<file path="src/rtl/subx_pkg.sv">
package subx_pkg;
  typedef enum logic [1:0] {
    OP_NONE = 2'd0,
    OP_SUBC = 2'd1,
    OP_SUBV = 2'd2,
    OP_ILL  = 2'd3
  } subx_op_e;

  localparam logic [3:0] GRP_ARITH = 4'b0011;
  localparam logic [3:0] FN_SUBC   = 4'b1010;
  localparam logic [3:0] FN_SUBV   = 4'b1011;
endpackage

</file>
<file path="src/rtl/subx_decode.sv">
module subx_decode
  import subx_pkg::*;
#(
  parameter int ILEN  = 16,
  parameter int IDX_W = 4
) (
  input  logic             issue_i,
  input  logic [ILEN-1:0]  instr_i,
  output subx_op_e         op_o,
  output logic [IDX_W-1:0] rn_o,
  output logic [IDX_W-1:0] rm_o
);
  localparam int GRP_LSB = ILEN - 4;
  localparam int RN_LSB  = GRP_LSB - IDX_W;
  localparam int RM_LSB  = RN_LSB - IDX_W;

  logic [3:0] grp, fn;

  assign grp  = instr_i[ILEN-1:GRP_LSB];
  assign fn   = instr_i[3:0];
  assign rn_o = instr_i[RN_LSB +: IDX_W];
  assign rm_o = instr_i[RM_LSB +: IDX_W];

  always_comb begin
    if (!issue_i)                              op_o = OP_NONE;
    else if (grp == GRP_ARITH && fn == FN_SUBC) op_o = OP_SUBC;
    else if (grp == GRP_ARITH && fn == FN_SUBV) op_o = OP_SUBV;
    else                                        op_o = OP_ILL;
  end
endmodule

</file>
<file path="src/rtl/subx_sub.sv">
module subx_sub #(
  parameter int XLEN   = 32,
  parameter bit RIPPLE = 1'b0
) (
  input  logic [XLEN-1:0] a_i,
  input  logic [XLEN-1:0] b_i,
  input  logic            bin_i,
  output logic [XLEN-1:0] diff_o,
  output logic            bout_o
);
  generate
    if (RIPPLE) begin : g_ripple
      logic [XLEN:0] bw;
      assign bw[0] = bin_i;
      for (genvar i = 0; i < XLEN; i++) begin : g_bit
        assign diff_o[i] = a_i[i] ^ b_i[i] ^ bw[i];
        assign bw[i+1]   = (~a_i[i] & b_i[i]) | (~(a_i[i] ^ b_i[i]) & bw[i]);
      end
      assign bout_o = bw[XLEN];
    end else begin : g_flat
      logic [XLEN:0] wide;
      assign wide   = {1'b0, a_i} - {1'b0, b_i} - {{XLEN{1'b0}}, bin_i};
      assign diff_o = wide[XLEN-1:0];
      assign bout_o = wide[XLEN];
    end
  endgenerate
endmodule

</file>
<file path="src/rtl/subx_flag.sv">
module subx_flag
  import subx_pkg::*;
(
  input  subx_op_e op_i,
  input  logic     a_msb_i,
  input  logic     b_msb_i,
  input  logic     d_msb_i,
  input  logic     borrow_i,
  input  logic     t_i,
  output logic     t_next_o
);
  logic sgn_ovf;
  // operands of opposite sign and result sign flipped away from minuend
  assign sgn_ovf = (a_msb_i ^ b_msb_i) & (d_msb_i ^ a_msb_i);

  always_comb begin
    unique case (op_i)
      OP_SUBC: t_next_o = borrow_i;
      OP_SUBV: t_next_o = sgn_ovf;
      default: t_next_o = t_i;
    endcase
  end
endmodule

</file>
<file path="src/rtl/subx_exec.sv">
module subx_exec
  import subx_pkg::*;
#(
  parameter int XLEN   = 32,
  parameter int ILEN   = 16,
  parameter int IDX_W  = 4,
  parameter bit RIPPLE = 1'b0
) (
  input  logic             clk_i,
  input  logic             rst_ni,
  input  logic             issue_i,
  input  logic [ILEN-1:0]  instr_i,
  input  logic [XLEN-1:0]  rn_val_i,
  input  logic [XLEN-1:0]  rm_val_i,
  input  logic             t_i,
  output logic [XLEN-1:0]  result_o,
  output logic [IDX_W-1:0] rd_idx_o,
  output logic             wr_en_o,
  output logic             t_o,
  output logic             illegal_o
);
  localparam int MSB = XLEN - 1;

  subx_op_e         op;
  logic [IDX_W-1:0] rn_idx, rm_idx;
  logic [XLEN-1:0]  diff;
  logic             bout, bin, t_next, legal;

  subx_decode #(.ILEN(ILEN), .IDX_W(IDX_W)) u_dec (
    .issue_i (issue_i),
    .instr_i (instr_i),
    .op_o    (op),
    .rn_o    (rn_idx),
    .rm_o    (rm_idx)
  );

  // checked subtract runs the same datapath with borrow-in forced low
  assign bin = (op == OP_SUBC) ? t_i : 1'b0;

  subx_sub #(.XLEN(XLEN), .RIPPLE(RIPPLE)) u_sub (
    .a_i    (rn_val_i),
    .b_i    (rm_val_i),
    .bin_i  (bin),
    .diff_o (diff),
    .bout_o (bout)
  );

  subx_flag u_flag (
    .op_i     (op),
    .a_msb_i  (rn_val_i[MSB]),
    .b_msb_i  (rm_val_i[MSB]),
    .d_msb_i  (diff[MSB]),
    .borrow_i (bout),
    .t_i      (t_i),
    .t_next_o (t_next)
  );

  assign legal = (op == OP_SUBC) || (op == OP_SUBV);

  always_ff @(posedge clk_i or negedge rst_ni) begin
    if (!rst_ni) begin
      result_o  <= '0;
      rd_idx_o  <= '0;
      wr_en_o   <= 1'b0;
      t_o       <= 1'b0;
      illegal_o <= 1'b0;
    end else begin
      wr_en_o   <= legal;
      illegal_o <= (op == OP_ILL);
      t_o       <= t_next;
      if (legal) begin
        result_o <= diff;
        rd_idx_o <= rn_idx;
      end
    end
  end

  // a write only follows an issued legal word
  a_r1_write_needs_issue: assert property (@(posedge clk_i) disable iff (!rst_ni)
    wr_en_o |-> (!illegal_o && $past(issue_i)));

  // minuend + borrow-out*2^XLEN == result + subtrahend + borrow-in
  a_r3_borrow_chain: assert property (@(posedge clk_i) disable iff (!rst_ni)
    $past(op == OP_SUBC) |->
      (({2'b0, result_o} + {2'b0, $past(rm_val_i)} + {{(XLEN+1){1'b0}}, $past(t_i)})
       == ({2'b0, $past(rn_val_i)} + {1'b0, t_o, {XLEN{1'b0}}})));

  // underflow flag only with opposite operand signs and a flipped result sign
  a_r5_underflow_cause: assert property (@(posedge clk_i) disable iff (!rst_ni)
    ($past(op == OP_SUBV) && t_o) |->
      (($past(rn_val_i[MSB]) != $past(rm_val_i[MSB])) &&
       (result_o[MSB] != $past(rn_val_i[MSB]))));

  // illegal word leaves T and the register file alone
  a_r6_illegal_inert: assert property (@(posedge clk_i) disable iff (!rst_ni)
    $past(op == OP_ILL) |-> (illegal_o && !wr_en_o && (t_o == $past(t_i))));

  // idle cycle passes T through
  a_r9_idle_passthru: assert property (@(posedge clk_i) disable iff (!rst_ni)
    $past(!issue_i) |-> (!illegal_o && !wr_en_o && (t_o == $past(t_i))));
endmodule

</file>
<file path="config.mk">
export PLATFORM = sky130hd
export DESIGN_NAME = subx_exec
export DESIGN_NICKNAME = d
export VERILOG_FILES = /design/src/rtl/subx_pkg.sv /design/src/rtl/subx_decode.sv /design/src/rtl/subx_sub.sv /design/src/rtl/subx_flag.sv /design/src/rtl/subx_exec.sv
export SDC_FILE = /design/constraint.sdc
export NUM_CORES = 1
export LEC_CHECK = 0
export ABC_CLOCK_PERIOD_IN_PS = 800
export BUFFER_PORTS_ARGS = -buffer_cell sky130_fd_sc_hd__buf_2
export CORE_MARGIN = 10
export CORE_UTILIZATION = 49
export CTS_CLUSTER_SIZE = 40
export DETAILED_ROUTE_END_ITERATION = 8
export PLACE_DENSITY = 0.77
export SLEW_MARGIN = 20
export SYNTH_ARGS = -nofsm -noshare
export SYNTH_HDL_FRONTEND = slang
export SYNTH_HIERARCHICAL = 1
export SYNTH_SLANG_ARGS = --single-unit
</file>
<file path="constraint.sdc">
create_clock -name clk_i -period 0.8 [get_ports clk_i]
set_input_delay 0.12 -clock clk_i [delete_from_list [all_inputs] [get_ports clk_i]]
set_output_delay 0.12 -clock clk_i [all_outputs]
set_load 0.02 [all_outputs]
</file>
# Word level (Yosys, flattened, before mapping)
# Index checks and enable logic that the tools add are counted.
# Widths: inputs -> output; s select.
[totals] wordCells=24 input_bits=84 out_inout_bits=39 register_bits=39
[classes] n_bitwise=3 eq_ne=6 addsub=2 n_reduce_logical=3 n_mux=5
[op_table] op="$sub 32x32->33" count=1
[op_table] op="$sub 33x1->33" count=1
[op_table] op="$eq 4x4->1 const B" count=2
[op_table] op="$eq 2x2->1 const B" count=2
[op_table] op="$eq 4x2->1 const B" count=1
[op_table] op="$mux 2" count=2
[op_table] op="$eq 2x1->1 const B" count=1
[op_table] op="$logic_and 1x1->1" count=2
[op_table] op="$mux 1" count=2
[op_table] op="$pmux 1 s2" count=1
[op_table] op="$xor 1x1->1" count=2
[op_table] op="$and 1x1->1" count=1
[op_table] op="$logic_or 1x1->1" count=1

# Longest topological paths before layout
[depth] word_depth=11 mapped_depth=19 depth_no_buf=19

# Cells and area by module
# The synthesis kept the hierarchy.
[by_module_without_submodules] mod="subx_sub" seq_area_each_um2=0.0 cells_per_inst=370 area_per_inst_um2=2509.9 n_inst=1
[by_module_without_submodules] mod="subx_exec" seq_area_each_um2=975.9 cells_per_inst=84 area_per_inst_um2=1600.3 n_inst=1
[by_module_without_submodules] mod="subx_decode" seq_area_each_um2=0.0 cells_per_inst=13 area_per_inst_um2=117.6 n_inst=1
[by_module_without_submodules] mod="subx_flag" seq_area_each_um2=0.0 cells_per_inst=10 area_per_inst_um2=75.1 n_inst=1

# Worst setup path after synthesis
# Ideal clock, no wire load.
[synth_timing] path_kind="input to register" startpoint="input instr_i[14]" endpoint="register t_o" arrival_ns=3.206 slack_ns=-2.483 stages=19 setup_time_ns=0.077 n_path_buf=0 t_required_ns=0.723 path_cell_list="and4bb_1 a21boi_2 inv_1 ha_1 and2_1 inv_1 fa_1 inv_1 ha_1 o21ai_0 a21boi_2 o21ai_2 o41ai_4 a31oi_2 o21ai_1 xor2_1 and3b_1 o21ai_1 a21oi_1"
[synth_between] word_cells_on_any_way=13 cone_classes="add/sub: 1; eq/ne: 3; mux: 5; bitwise: 2; reduce/logical: 2"
[synth_lines] item="from (decl)" line_no="subx_exec.sv:12" source="input logic [ILEN-1:0] instr_i,"
[synth_lines] item="$eq 4x2->1" line_no="subx_decode.sv:26" source="else if (grp == GRP_ARITH && fn == FN_SUBC) op_o = OP_SUBC;"
[synth_lines] item="$logic_and 1x1->1" line_no="subx_decode.sv:26"
[synth_lines] item="$mux 2" line_no="subx_decode.sv:26"
[synth_lines] item="$mux 2" line_no="subx_decode.sv:25" source="if (!issue_i) op_o = OP_NONE;"
[synth_lines] item="named net op[1]" line_no="subx_exec.sv:24" source="subx_op_e op;"
[synth_lines] item="$eq 2x1->1" line_no="subx_exec.sv:38" source="assign bin = (op == OP_SUBC) ? t_i : 1'b0;"
[synth_lines] item="$mux 1" line_no="subx_exec.sv:38"
[synth_lines] item="named net bin" line_no="subx_exec.sv:27" source="logic bout, bin, t_next, legal;"
[synth_lines] item="$sub 33x1->33" line_no="subx_sub.sv:22" source="assign wide = {1'b0, a_i} - {1'b0, b_i} - {{XLEN{1'b0}}, bin_i};"
[synth_lines] item="named net diff[31]" line_no="subx_exec.sv:26" source="logic [XLEN-1:0] diff;"
[synth_lines] item="$xor 1x1->1" line_no="subx_flag.sv:14" source="assign sgn_ovf = (a_msb_i ^ b_msb_i) & (d_msb_i ^ a_msb_i);"
[synth_lines] item="$and 1x1->1" line_no="subx_flag.sv:14"
[synth_lines] item="$pmux 1 s2" line_no="subx_flag.sv:17" source="unique case (op_i)"
[synth_lines] item="named net t_next" line_no="subx_exec.sv:27"
[synth_lines] item="to (signal assigned)" line_no="subx_exec.sv:70" source="t_o <= t_next;"
[synth_lines] item="to (decl)" line_no="subx_exec.sv:19" source="output logic t_o,"
# The timed path passes the listed nets, and every way through them passes these cells.
# A chain may end at the register's enable or synchronous reset.

# Worst setup path in the final report
[layout_timing] startpoint="input instr_i[13]" endpoint="register result_o[28]"
[layout_between] word_cells_on_any_way=11 cone_classes="add/sub: 1; eq/ne: 3; mux: 4; reduce/logical: 3"
[layout_lines] item="$eq 4x2->1" line_no="subx_decode.sv:26"
[layout_lines] item="$logic_and 1x1->1" line_no="subx_decode.sv:26"
[layout_lines] item="$mux 2" line_no="subx_decode.sv:26"
[layout_lines] item="$mux 2" line_no="subx_decode.sv:25"
[layout_lines] item="named net op[1]" line_no="subx_exec.sv:24"
[layout_lines] item="$eq 2x1->1" line_no="subx_exec.sv:38"
[layout_lines] item="$mux 1" line_no="subx_exec.sv:38"
[layout_lines] item="named net bin" line_no="subx_exec.sv:27"
[layout_lines] item="$sub 33x1->33" line_no="subx_sub.sv:22"
[layout_lines] item="named net diff[28]" line_no="subx_exec.sv:26"
[layout_lines] item="to (signal assigned)" line_no="subx_exec.sv:72" source="result_o <= diff;"
[layout_lines] item="to (decl)" line_no="subx_exec.sv:16" source="output logic [XLEN-1:0] result_o,"
# The timed path passes the listed nets, and every way through them passes these cells.

==> flow_metrics.tcl <==
set metrics [dict create \
    cts.clk_slew.worst_paths_ps 80 \
    gr-total-overflow 0 \
    drv_cap 0 \
    firstDrtPassIters 5 \
    antenna_cells 0 \
    drtIter0Drc 262 \
    drive_gt1_share_pct 50.82 \
    cts_root_buf "clkbuf_8" \
    path_max_fanout 3 \
    finalClockSkew_ps 0 \
    setup_slack_ps -2372 \
    slowest_stage "o31a_1" \
    hold_viol 0 \
    vias_per_cell 5.240 \
    core_um2 8593 \
    cts.sinks 39 \
    peakVddDrop_v 0.0009791 \
    violations "negative setup slack" \
    gp_congestion 0.8719 \
    crit_path_end_kind "flip-flop" \
    slew_violations 0 \
    clock_latency_ps 280 \
    die-area_um2 12860 \
    wl_um 15110 \
    drcViolationCount 0 \
    min_path_type "input port to flip-flop" \
    path_cells "buf_6, and4bb_2, a21boi_2, inv_2, ha_4, and2_4, inv_2, fa_2, inv_2, fa_2, and2_4, o211ai_4, a21oi_2, o31a_1, o21bai_2, a21boi_2, xnor2_1, mux2_4" \
    cts_buffers 5 \
    finalPower_w 0.01520 \
    status "finished with violations" \
    fin_util_pct 78.09 \
    avgRoutedWirePerCell_um 17.98 \
    die_x_um 113.4 \
    crit_path_start_kind "input port" \
    final.period_utilization_pct 396.6 \
    num_vias 4402 \
    final_nets 883 \
    crit_buf_inv 4 \
    antenna_found_initial 0 \
    yosysWarnings 6 \
    ant_nets 0 \
    area_growth_pct 57.04 \
    syn-num-nets 625 \
    io_pins 123 \
    rows 34 \
    synth_area_um2 4273 \
    powerDensity_nw_per_um2 2265 \
    post-route-min-period_ps 3172 \
    rsz0062_at_grt "true" \
    cts_max_level 2 \
    netlist_instances 473 \
    max-slew-margin-rel_pct 67.94 \
    tightest_slew_ps 480.8 \
    hpwl_um 10280 \
    crit_family "compound AO/OA/AOI/OAI gates" \
    cts_buffer_depth 2 \
    arrival_ps 3350 \
    worst_path_most_repeated_cell "inv_2" \
    io_buffers 118 \
    synth.avg_cell_area_um2 9.034 \
    fp.dieH_um 113.4 \
    first_global_vias 4720 \
    cp.required_ps 980 \
    timing.fmax_mhz 315.2 \
    critPathKind "input port to flip-flop" \
    slowest_delay_ps 360 \
    power.leakage_nw 3.623 \
    setup_viol 77 \
    tns_ps -74930 \
    grt_usage_pct 21.24 \
    cts_tree "done" \
    pre_cts_ws_ps -2564 \
    whs_ps 67.95 \
    grt_pass1_wl_um 22740 \
    initial_core_util_pct 49.72 \
    grt_max_degree 40 \
]
-- sequential cells by signal, summed over array words and instances, names as in the netlist --
signal     flops
rd_idx_o       4
result_o      32
t_o            1
illegal_o      1
wr_en_o        1
-- worst paths after layout --
check / from / to / slack (ps) / cells after the start
max in group asynchronous: rst_ni / result_o[31]$_DFFE_PN0P_ / 260 / 3
worst min-delay path: instr_i[10] / rd_idx_o[2]$_DFFE_PN0P_ / 70 / 2
worst min register to register: result_o[27]$_DFFE_PN0P_ / result_o[27]$_DFFE_PN0P_ / 540 / 1
min in group asynchronous: rst_ni / result_o[27]$_DFFE_PN0P_ / 330 / 3
worst max-delay path: instr_i[13] / result_o[28]$_DFFE_PN0P_ / -2370 / 18
worst max register to register: result_o[24]$_DFFE_PN0P_ / result_o[24]$_DFFE_PN0P_ / -140 / 2
-- through the flow --
stage               cell area (um^2)  cells
finish                          6710    840
global route                    6710    840
CTS                             6486    832
detailed placement              5737    788
global placement                5737    788
floorplan                       4323    473
-- power breakdown --
| part | total [W] | switching, W | internal [W] | leakage (nW) |
|---|---|---|---|---|
| sequential | 0.00337 | 0.000633 | 0.00273 | 0.457 |
| clock | 0.00154 | 0.000749 | 0.000789 | 0.0515 |
| combinational | 0.0103 | 0.00456 | 0.00574 | 3.11 |
| total | 0.0152 | 0.00594 | 0.00926 | 3.62 |
-- timing repair --
item,in CTS,in global routing
endpoints found under the hold margin,39,0
endpoints found under the setup margin,77,78
pin swaps,18,32
cloned,1,0
gates resized for setup,109,35
buffers inserted,34,16
hold buffers,1,0
-- cells in the final DEF, fill, tap and decap left out, drive strengths merged, types with 4 or more instances in the layout --
cell,n
a21boi,5
a21o,6
a21oi,37
and3,4
buf,267
clkbuf,8
dfrtp,39
ha,66
inv,104
mux2,36
nand2,26
nand3,12
nand4,7
nor2,16
o211ai,4
o21a,5
o21ai,22
xnor2,19
xor2,13
-- per-layer routing --
layer / vias to the layer above / GRT usage, % / routed length (um)
met5: - / 0 / 0
met4: 0 / 7.530 / 476
met3: 40 / 3.780 / 733
met2: 183 / 40.75 / 8079
met1: 2083 / 22.53 / 5818
li1: 2096 / - / -
-- layout make-up --
cell class / instances / area (um^2)
clock buffers: 8 / 100.1
fillers: 536 / 1883
inverters: 104 / 390.4
multi-input cells: 313 / 3035
flip-flops and latches: 39 / 975.9
well taps: 108 / 135.1
repair buffers: 268 / 2073
Note: power is estimated with default switching activity, not from simulation.
